--- src/rtl/opu_pkg.sv ---
package opu_pkg;
  localparam int unsigned INSTR_W = 16;
  localparam int unsigned FLD_W   = 3;

  typedef enum logic [3:0] {
    OPC_ADD = 4'b0001,
    OPC_AND = 4'b0101,
    OPC_NOT = 4'b1001
  } opc_e;

  typedef enum logic [1:0] {
    FN_ADD = 2'd0,
    FN_AND = 2'd1,
    FN_INV = 2'd2
  } alu_fn_e;

  typedef struct packed {
    logic n;
    logic z;
    logic p;
  } cc_t;
endpackage

--- src/rtl/opu_regfile.sv ---
module opu_regfile #(
  parameter int unsigned DATA_W = 16,
  parameter int unsigned DEPTH  = 8,
  localparam int unsigned AW    = $clog2(DEPTH)
) (
  input  logic              clk,
  input  logic              rst,
  input  logic              we,
  input  logic [AW-1:0]     waddr,
  input  logic [DATA_W-1:0] wdata,
  input  logic [AW-1:0]     ra_addr,
  output logic [DATA_W-1:0] ra_data,
  input  logic [AW-1:0]     rb_addr,
  output logic [DATA_W-1:0] rb_data
);
  // storage has no reset so it can map to distributed RAM; a per-entry
  // written bit makes never-written entries read as zero
  logic [DATA_W-1:0] mem [DEPTH];
  logic [DEPTH-1:0]  written;

  always_ff @(posedge clk) begin
    if (we) mem[waddr] <= wdata;
  end

  always_ff @(posedge clk) begin
    if (rst)     written <= '0;
    else if (we) written[waddr] <= 1'b1;
  end

  assign ra_data = written[ra_addr] ? mem[ra_addr] : '0;
  assign rb_data = written[rb_addr] ? mem[rb_addr] : '0;

  // a write is visible on a read port in the very next cycle
  p_rd_after_wr_r8: assert property (@(posedge clk) disable iff (rst)
    we |=> (ra_addr != $past(waddr)) || (ra_data == $past(wdata)));

  // nothing written since reset reads as zero
  p_clear_after_rst_r1: assert property (@(posedge clk)
    rst |=> (ra_data == '0) && (rb_data == '0));
endmodule

--- src/rtl/opu_decode.sv ---
module opu_decode
  import opu_pkg::*;
#(
  parameter int unsigned DATA_W = 16
) (
  input  logic [INSTR_W-1:0] instr,
  output logic               legal,
  output alu_fn_e            fn,
  output logic [FLD_W-1:0]   dst,
  output logic [FLD_W-1:0]   src1,
  output logic [FLD_W-1:0]   src2,
  output logic               use_imm,
  output logic [DATA_W-1:0]  imm
);
  localparam int unsigned IMM_W = 5;

  assign dst     = instr[11:9];
  assign src1    = instr[8:6];
  assign src2    = instr[2:0];
  assign use_imm = instr[5];
  assign imm     = {{(DATA_W-IMM_W){instr[IMM_W-1]}}, instr[IMM_W-1:0]};

  always_comb begin
    legal = 1'b1;
    fn    = FN_ADD;
    unique case (instr[15:12])
      OPC_ADD: fn = FN_ADD;
      OPC_AND: fn = FN_AND;
      OPC_NOT: fn = FN_INV;
      default: legal = 1'b0;
    endcase
  end
endmodule

--- src/rtl/opu_alu.sv ---
module opu_alu
  import opu_pkg::*;
#(
  parameter int unsigned DATA_W = 16
) (
  input  alu_fn_e           fn,
  input  logic [DATA_W-1:0] a,
  input  logic [DATA_W-1:0] b_reg,
  input  logic [DATA_W-1:0] b_imm,
  input  logic              use_imm,
  output logic [DATA_W-1:0] y
);
  logic [DATA_W-1:0] b;
  assign b = use_imm ? b_imm : b_reg;

  always_comb begin
    unique case (fn)
      FN_ADD:  y = a + b;
      FN_AND:  y = a & b;
      FN_INV:  y = ~a;
      default: y = a + b;
    endcase
  end
endmodule

--- src/rtl/opu_ccr.sv ---
module opu_ccr
  import opu_pkg::*;
#(
  parameter int unsigned DATA_W = 16
) (
  input  logic              clk,
  input  logic              rst,
  input  logic              upd,
  input  logic [DATA_W-1:0] value,
  output cc_t               cc
);
  always_ff @(posedge clk) begin
    if (rst) begin
      cc <= '{n: 1'b0, z: 1'b1, p: 1'b0};
    end else if (upd) begin
      cc.n <= value[DATA_W-1];
      cc.z <= (value == '0);
      cc.p <= !value[DATA_W-1] && (value != '0);
    end
  end

  // exactly one flag set at all times after reset
  p_cc_onehot_r6: assert property (@(posedge clk) disable iff (rst)
    $countones(cc) == 1);

  // a negative write leaves N, a zero write leaves Z
  p_cc_neg_r6: assert property (@(posedge clk) disable iff (rst)
    (upd && value[DATA_W-1]) |=> cc.n);
  p_cc_zero_r6: assert property (@(posedge clk) disable iff (rst)
    (upd && value == '0) |=> cc.z);

  // no write, no flag change
  p_cc_hold_r10: assert property (@(posedge clk) disable iff (rst)
    !upd |=> $stable(cc));

  // reset value of the flags
  p_cc_reset_r1: assert property (@(posedge clk)
    rst |=> (cc == 3'b010));
endmodule

--- src/rtl/alu_ccr_core.sv ---
module alu_ccr_core
  import opu_pkg::*;
#(
  parameter int unsigned DATA_W   = 16,
  parameter int unsigned NUM_REGS = 8,
  localparam int unsigned AW      = $clog2(NUM_REGS)
) (
  input  logic              clk,
  input  logic              rst,
  input  logic              instr_valid,
  input  logic [15:0]       instr,
  input  logic              ld_wr_en,
  input  logic [AW-1:0]     ld_wr_dst,
  input  logic [DATA_W-1:0] ld_wr_data,
  output logic              wb_valid,
  output logic [AW-1:0]     wb_dst,
  output logic [DATA_W-1:0] wb_data,
  output logic [2:0]        cc_flags
);
  logic              legal, use_imm;
  alu_fn_e           fn;
  logic [FLD_W-1:0]  dst, src1, src2;
  logic [DATA_W-1:0] imm, ra, rb, alu_y;
  logic              op_we, we;
  logic [AW-1:0]     waddr;
  logic [DATA_W-1:0] wdata;
  cc_t               cc;

  opu_decode #(.DATA_W(DATA_W)) u_dec (
    .instr(instr), .legal(legal), .fn(fn), .dst(dst), .src1(src1),
    .src2(src2), .use_imm(use_imm), .imm(imm)
  );

  opu_regfile #(.DATA_W(DATA_W), .DEPTH(NUM_REGS)) u_rf (
    .clk(clk), .rst(rst), .we(we), .waddr(waddr), .wdata(wdata),
    .ra_addr(AW'(src1)), .ra_data(ra), .rb_addr(AW'(src2)), .rb_data(rb)
  );

  opu_alu #(.DATA_W(DATA_W)) u_alu (
    .fn(fn), .a(ra), .b_reg(rb), .b_imm(imm), .use_imm(use_imm), .y(alu_y)
  );

  assign op_we = instr_valid && legal;
  assign we    = op_we || ld_wr_en;
  assign waddr = op_we ? AW'(dst) : ld_wr_dst;
  assign wdata = op_we ? alu_y : ld_wr_data;

  opu_ccr #(.DATA_W(DATA_W)) u_ccr (
    .clk(clk), .rst(rst), .upd(we), .value(wdata), .cc(cc)
  );

  always_ff @(posedge clk) begin
    if (rst) begin
      wb_valid <= 1'b0;
      wb_dst   <= '0;
      wb_data  <= '0;
    end else begin
      wb_valid <= we;
      wb_dst   <= waddr;
      wb_data  <= wdata;
    end
  end

  assign cc_flags = cc;

  // input assumption, one writer per cycle
  p_one_writer_r7: assert property (@(posedge clk) disable iff (rst)
    !(instr_valid && legal && ld_wr_en));

  // an unrecognized opcode produces no writeback
  p_illegal_quiet_r9: assert property (@(posedge clk) disable iff (rst)
    (instr_valid && !legal && !ld_wr_en) |=> !wb_valid);

  // a legal operate is reported next cycle on its destination
  p_op_reported_r8: assert property (@(posedge clk) disable iff (rst)
    (instr_valid && legal) |=> wb_valid && (wb_dst == $past(instr[11:9])));

  // a load is reported next cycle with its data
  p_ld_reported_r7: assert property (@(posedge clk) disable iff (rst)
    (ld_wr_en && !instr_valid) |=> wb_valid && (wb_data == $past(ld_wr_data)));

  // idle cycle gives no writeback
  p_idle_quiet_r10: assert property (@(posedge clk) disable iff (rst)
    (!instr_valid && !ld_wr_en) |=> !wb_valid);
endmodule

--- config.mk ---
export PLATFORM = sky130hd
export DESIGN_NAME = alu_ccr_core
export DESIGN_NICKNAME = d
export VERILOG_FILES = /design/src/rtl/opu_pkg.sv /design/src/rtl/opu_regfile.sv /design/src/rtl/opu_decode.sv /design/src/rtl/opu_alu.sv /design/src/rtl/opu_ccr.sv /design/src/rtl/alu_ccr_core.sv
export SDC_FILE = /design/constraint.sdc
export NUM_CORES = 1
export LEC_CHECK = 0
export CORE_MARGIN = 10
export CORE_UTILIZATION = 40
export DETAILED_ROUTE_END_ITERATION = 10
export DONT_BUFFER_PORTS = 1
export GPL_TIMING_DRIVEN = 1
export PLACE_DENSITY_LB_ADDON = 0.25
export SLEW_MARGIN = 20
export SYNTH_ARGS = -nofsm -noshare
export SYNTH_HDL_FRONTEND = slang
export SYNTH_SLANG_ARGS = --single-unit
--- constraint.sdc ---
create_clock -name clk -period 5.99 [get_ports clk]
set_input_delay 0 -clock clk [delete_from_list [all_inputs] [get_ports clk]]
set_output_delay 0 -clock clk [all_outputs]
set_load 0.01 [all_outputs]
Yosys cells after proc, flatten, opt, wreduce, memory -nomap -nowiden
Memory sizes are Yosys's and may differ from the RTL's.
Index checks and enable logic that the tools add are counted.
Widths: inputs -> output; s select.
- flip-flop bits (word level): 31
- latch bits: 0
- logic and storage cells: 45
- memories: 1
- ROM bits: 0
- RAM bits: 128
- magnitude comparators: 4
- mux-type cells: 16
- shifts and indexed selects: 0
- multipliers: 0
- equality and inequality tests: 5
- $add $sub $neg: 1
- bitwise gates (word level): 3
- div/mod/pow operators: 0
- reduce and logical (&&, ||, !) cells: 8
- memory list (memory ; depth ; width ; read ports ; clocked after Yosys merged registers in ; write ports ; RTL line ; source):
    u_rf.mem ; 8 ; 16 ; 2 ; 0 ; 1 ; opu_regfile.sv:18 ; logic [DATA_W-1:0] mem [DEPTH];
- operators with widths (operator ; count):
    $mux 16 ; 4
    $pmux 16 s2 ; 1
    $add 16x16->16 ; 1
    $and 16x16->16 ; 1
    $logic_not 16->1 ; 1
    $not 16->16 ; 1
    $reduce_bool 16->1 ; 1
    $lt 3x4->1 const B ; 3
    $or 8x8->8 ; 1
    $bmux 1 s3 ; 2
    $mux 1 ; 6
    $eq 4x1->1 const B ; 1
    $eq 4x3->1 const B ; 1
    $eq 4x4->1 const B ; 1
    $pmux 2 s2 ; 1
    $demux 1 s3 ; 1
    $ge 3x1->1 const B ; 1
    $logic_and 1x1->1 ; 3
    $mux 3 ; 1
    $reduce_or 3->1 ; 1
    $eq 2x1->1 const B ; 1
    $eq 2x2->1 const B ; 1
    $logic_not 1->1 ; 1
    $logic_or 1x1->1 ; 1

Depth between registers and ports, before layout
- depth in word-level cells: 10
- depth in mapped cells: 18
- mapped depth without buffers: 16

Hierarchy
Synthesis repeated with hierarchy kept, for this count alone.
- cell total of the unflattened synthesis: 669
- area total of the unflattened synthesis: 9211.3 um^2
- by module, submodules not included (module ; cells an instance ; sequential area each (um^2) ; instances ; area each (um^2)):
    opu_regfile ; 315 ; 4003.8 ; 1 ; 6466.2
    opu_alu ; 197 ; 0.0 ; 1 ; 1295.0
    alu_ccr_core ; 109 ; 400.4 ; 1 ; 1058.5
    opu_decode ; 30 ; 0.0 ; 1 ; 239.0
    opu_ccr ; 18 ; 60.1 ; 1 ; 152.6

Worst setup path before layout
Ideal clock, no wire load.
- kind: input to register
- start point: in instr[0]
- end point: reg, netlist name u_ccr.cc[1]
- buffers on the path: 2
- arrival time: 4.202 ns
- stages: 16
- required time: 5.870 ns
- setup slack: 1.668 ns
- cells stage by stage: clkbuf_1 buf_1 mux4_2 mux2i_1 o21ai_0 ha_1 fa_1 a21o_1 a221o_1 a221oi_2 o21ai_0 xnor2_1 a21oi_1 a21oi_1 and4_4 a211o_1
- cells in the longest elaborated chain, start to end: 8
- RTL lines (element ; RTL line ; source):
    from (decl) ; alu_ccr_core.sv:11 ; input logic [15:0] instr,
    $bmux 1 s3 ; opu_regfile.sv:31 ; assign rb_data = written[rb_addr] ? mem[rb_addr] : '0;
    $mux 1 (implied by the code) ; opu_regfile.sv:31 ;
    $mux 16 ; opu_regfile.sv:31 ;
    $mux 16 (*) ; opu_alu.sv:14 ; assign b = use_imm ? b_imm : b_reg;
    $add 16x16->16 or $and 16x16->16 (tied branches) ; opu_alu.sv:18, opu_alu.sv:21, opu_alu.sv:19 ;
    $pmux 16 s2 (*) ; opu_alu.sv:17 ; unique case (fn)
    $mux 16 (*) ; alu_ccr_core.sv:46 ; assign wdata = op_we ? alu_y : ld_wr_data;
    named net u_ccr.value[12] ; opu_ccr.sv:9 ; input logic [DATA_W-1:0] value,
    $logic_not 16->1 (*) ; opu_ccr.sv:17 ; cc.z <= (value == '0);
The timed path passes the listed nets; every way through them passes the cells marked *. The select of a mux whose other input is x is not followed.
A chain may end at the register's enable or synchronous reset.

Worst setup path in the final report
- start point: reg u_rf.written[3]
- end point: reg, netlist name u_ccr.cc[1]
- cells in the longest elaborated chain, start to end: 8
- RTL lines (element ; RTL line ; source):
    from (decl) ; opu_regfile.sv:19 ; logic [DEPTH-1:0] written;
    from (signal assigned) ; opu_regfile.sv:26 ; if (rst) written <= '0;
    from (signal, indexed assignment) ; opu_regfile.sv:27 ; else if (we) written[waddr] <= 1'b1;
    $bmux 1 s3 ; opu_regfile.sv:31 ;
    $mux 1 (implied by the code) ; opu_regfile.sv:31 ;
    $mux 16 ; opu_regfile.sv:31 ;
    $mux 16 ; opu_alu.sv:14 ;
    $add 16x16->16 or $and 16x16->16 (tied branches) ; opu_alu.sv:18, opu_alu.sv:21, opu_alu.sv:19 ;
    $pmux 16 s2 (*) ; opu_alu.sv:17 ;
    $mux 16 (*) ; alu_ccr_core.sv:46 ;
    named net u_ccr.value[12] ; opu_ccr.sv:9 ;
    $logic_not 16->1 (*) ; opu_ccr.sv:17 ;
Marked as above.

==> metrics <==
Comb pwr share 10.1%; CTS Hold Bufs 17; gr ovfl total 0; R2R cell count 15; detailed-route wire length per cell 25.7 microns; Worst R2R Setup Slack 1.48 ns; clock sink count 159; Final period util 75.3%; vias in the first global route 5501; CP Max Fanout 17; first-pass GRT wire length 34300 microns; CTS tree built; XOR/XNOR share of the synthesized area 0.834%; Leakage Power 3.36 nW; worst-case clock buffer depth 2; Placer Congestion 0.944; Post-Syn Area 8400 sq um; initial antenna violation count 4; cell area power density 282 nW/um^2; Clk pwr share 42.0%; Die ar. 27200 sq um; RSZ-0062 raised after global routing no; Synth Area in Simple Gates 8.16%; peak per-stage delay on the critical path 0.56 ns; cells after synthesis 599; Placed Area 8650 sq um; vias after detailed routing 5423; first drt pass iteration count 5; # setup viols final 0; maximum vdd ir drop 0.156 mV; largest net degree at the start of global routing 36; Buffers on Ports 0; nets 669; Detailed Route Iter0 Violations 484; Mapped Avg Cell Area 14.0 sq um; FILL cells 1791; Place WS 1.53 ns; Pins Over Slew Limit 0; CP Capture Type flop; row cnt 52; Die Y 165 microns; Core Box Area 20400 sq um; Main synth FF type edfxtp_1; I/O pin cnt 62; chip width 165 microns; largest family of logic cells by synthesized area multiplexers; Yosys cell types 60; Syn-to-layout area delta 12.2%; crit path DAT 4.82 ns; Worst slew margin 44.3%; final instance area 9430 sq um; switching portion of total power 22.1%; startpoint types flop; Synth Area in Adders 3.07%; total of max-cap violations 0; critical path class reg -> reg; post-route ant nets 0; EDFF count, synth 128; Seq/Total Area, Yosys 53.1%; Crit path required time 6.30 ns; Worst Hold Depth 2; flops & latches, synth 159; mux share of post-synthesis cell area 22.7%; crit path cell chain mux4_2, mux2i_1, or2_2, o21ai_0, ha_1, fa_1, a21o_1, a221o_1, a221oi_2, o21ai_0, xnor2_1, a21oi_1, a21oi_1, and4_4, a211o_1; Initial Util 41.1%; complex-gate fraction of the synthesized area 8.92%; final WL 23000 microns; post-cts sizing count 0; Seq pwr share 47.9%; DRC Markers 0; share of layout cells above drive strength 1 21.0%; Root Driver clkbuf_16; post-CTS setup buffers 0; setup TNS 0 ns; crit path time final 4.51 ns; clock-pin slew on the worst setup and hold paths 0.06 ns; Fin Clk Skew 0.00902 ns; htree depth 4; Worst Max-Slew Pin Slew 0.835 ns; worst hold path type in -> reg; most frequent cells in the layout edfxtp_1, mux4_2, nor2_1; final core utilization 46.1%; post-route worst setup slack 1.48 ns; Synth Net Count 658; Yosys Warn Count 0; Power, Total 2.65 mW; Critical Path Slowest Stage Cell a21oi_1; most common cell after layout, fill and taps aside edfxtp_1; hpwl dp 15100 microns; Final Hold Viols 0; later-pin clock latency in the skew report 0.43 ns; total track usage 17.1%; Psw 0.588 mW; status finished, final reports clean; TritonCTS buffer count 17; DR vias/cell 6.06; Post-synth ARST share 0%; P_int 2.07 mW; f_max 0.222 GHz
[state kept, by name (all words and copies together), names as in the netlist]
signal / cells
u_rf.written: 8
u_rf.mem: 128
wb_dst: 3
wb_data: 16
wb_valid: 1
u_ccr.cc: 3
[final timing paths]
kind                   startpoint              end
setup reg to reg  u_rf.written[3]      u_ccr.cc[1]
setup / recovery  u_rf.written[3]      u_ccr.cc[1]
hold reg to reg   u_rf.written[6]  u_rf.written[6]
hold / removal      ld_wr_data[3]   u_rf.mem[4][3]
[area by class of cell]
class | instances | area (sq um) | share of cell area, %
clock inverters | 10 | 161 | 1.71
repair buffers | 29 | 255 | 2.71
diodes | 2 | 5.00 | 0.0531
flip-flops and latches | 159 | 4460 | 47.4
well taps | 270 | 338 | 3.58
clock buffers | 22 | 444 | 4.71
inverters | 17 | 63.8 | 0.677
multi-input cells | 386 | 3700 | 39.2
[power groups by stage]
stage          combinational [mW]  sequential, mW  clock, mW
2_1_floorplan               0.215            1.29          0
3_3_place_gp                0.247            1.29          0
3_5_place_dp                0.251            1.29          0
4_1_cts                     0.267            1.27       1.13
5_1_grt                     0.289            1.27       1.18
6_report                    0.268            1.27       1.12
[Yosys cell counts, drive strengths merged, types with 3 or more instances]
cell type	number	area (sq um)
edfxtp	128	3840
mux4	68	1530
nor2	49	184
o21ai	45	229
mux2i	37	374
a21oi	34	170
dfxtp	31	621
nand2	25	93.8
buf	21	146
ha	19	238
inv	17	63.8
clkbuf	16	60.1
nor3	10	55.1
nor2b	9	56.3
nand2b	8	50.1
xnor2	6	52.6
a21o	5	37.5
nand3	5	25.0
or2	5	31.3
nor3b	4	35.0
nor4	4	25.0
o211ai	4	30.0
o21a	4	30.0
o221ai	4	41.3
a221o	3	30.0
a221oi	3	38.8
and2	3	18.8
and3	3	18.8
[layer usage]
| metal | vias to the layer above | GRT usage (%) | share of wire [%] | routed length [microns] |
|---|---|---|---|---|
| met5 | - | 0 | 0.12 | 27 |
| met4 | 4 | 6.08 | 2.0 | 468 |
| met3 | 35 | 4.28 | 8.1 | 1860 |
| met2 | 210 | 27.2 | 47 | 10800 |
| met1 | 2783 | 22.4 | 43 | 9860 |
| li1 | 2391 | - | - | - |
[worst max-delay path: cells and delay by family, from the launching register on]
kind | cells | cell delay (ns)
AO/OA/AOI/OAI | 8 | 2.09
multiplexers | 2 | 0.61
AND/OR/NAND/NOR | 2 | 0.57
flip-flops | 1 | 0.32
adder cells (fa/ha/maj) | 2 | 0.65
XOR/XNOR | 1 | 0.14
[cells by family after synthesis]
| group | count (synthesis) |
|---|---|
| compound gates | 118 |
| xor+xnor | 8 |
| fa+ha+maj | 20 |
| buf+inv | 54 |
| flops | 159 |
| mux | 105 |
| simple gates | 135 |
[per-stage QoR]
stage,hold slack (ns),instances
after detailed placement,0.0790,844
after CTS,0.00648,893
after global routing,0.0162,894
final,0.0213,895
after global placement,0.0776,844
after floorplan,0.0716,599
(Power assumes the default switching activity.)
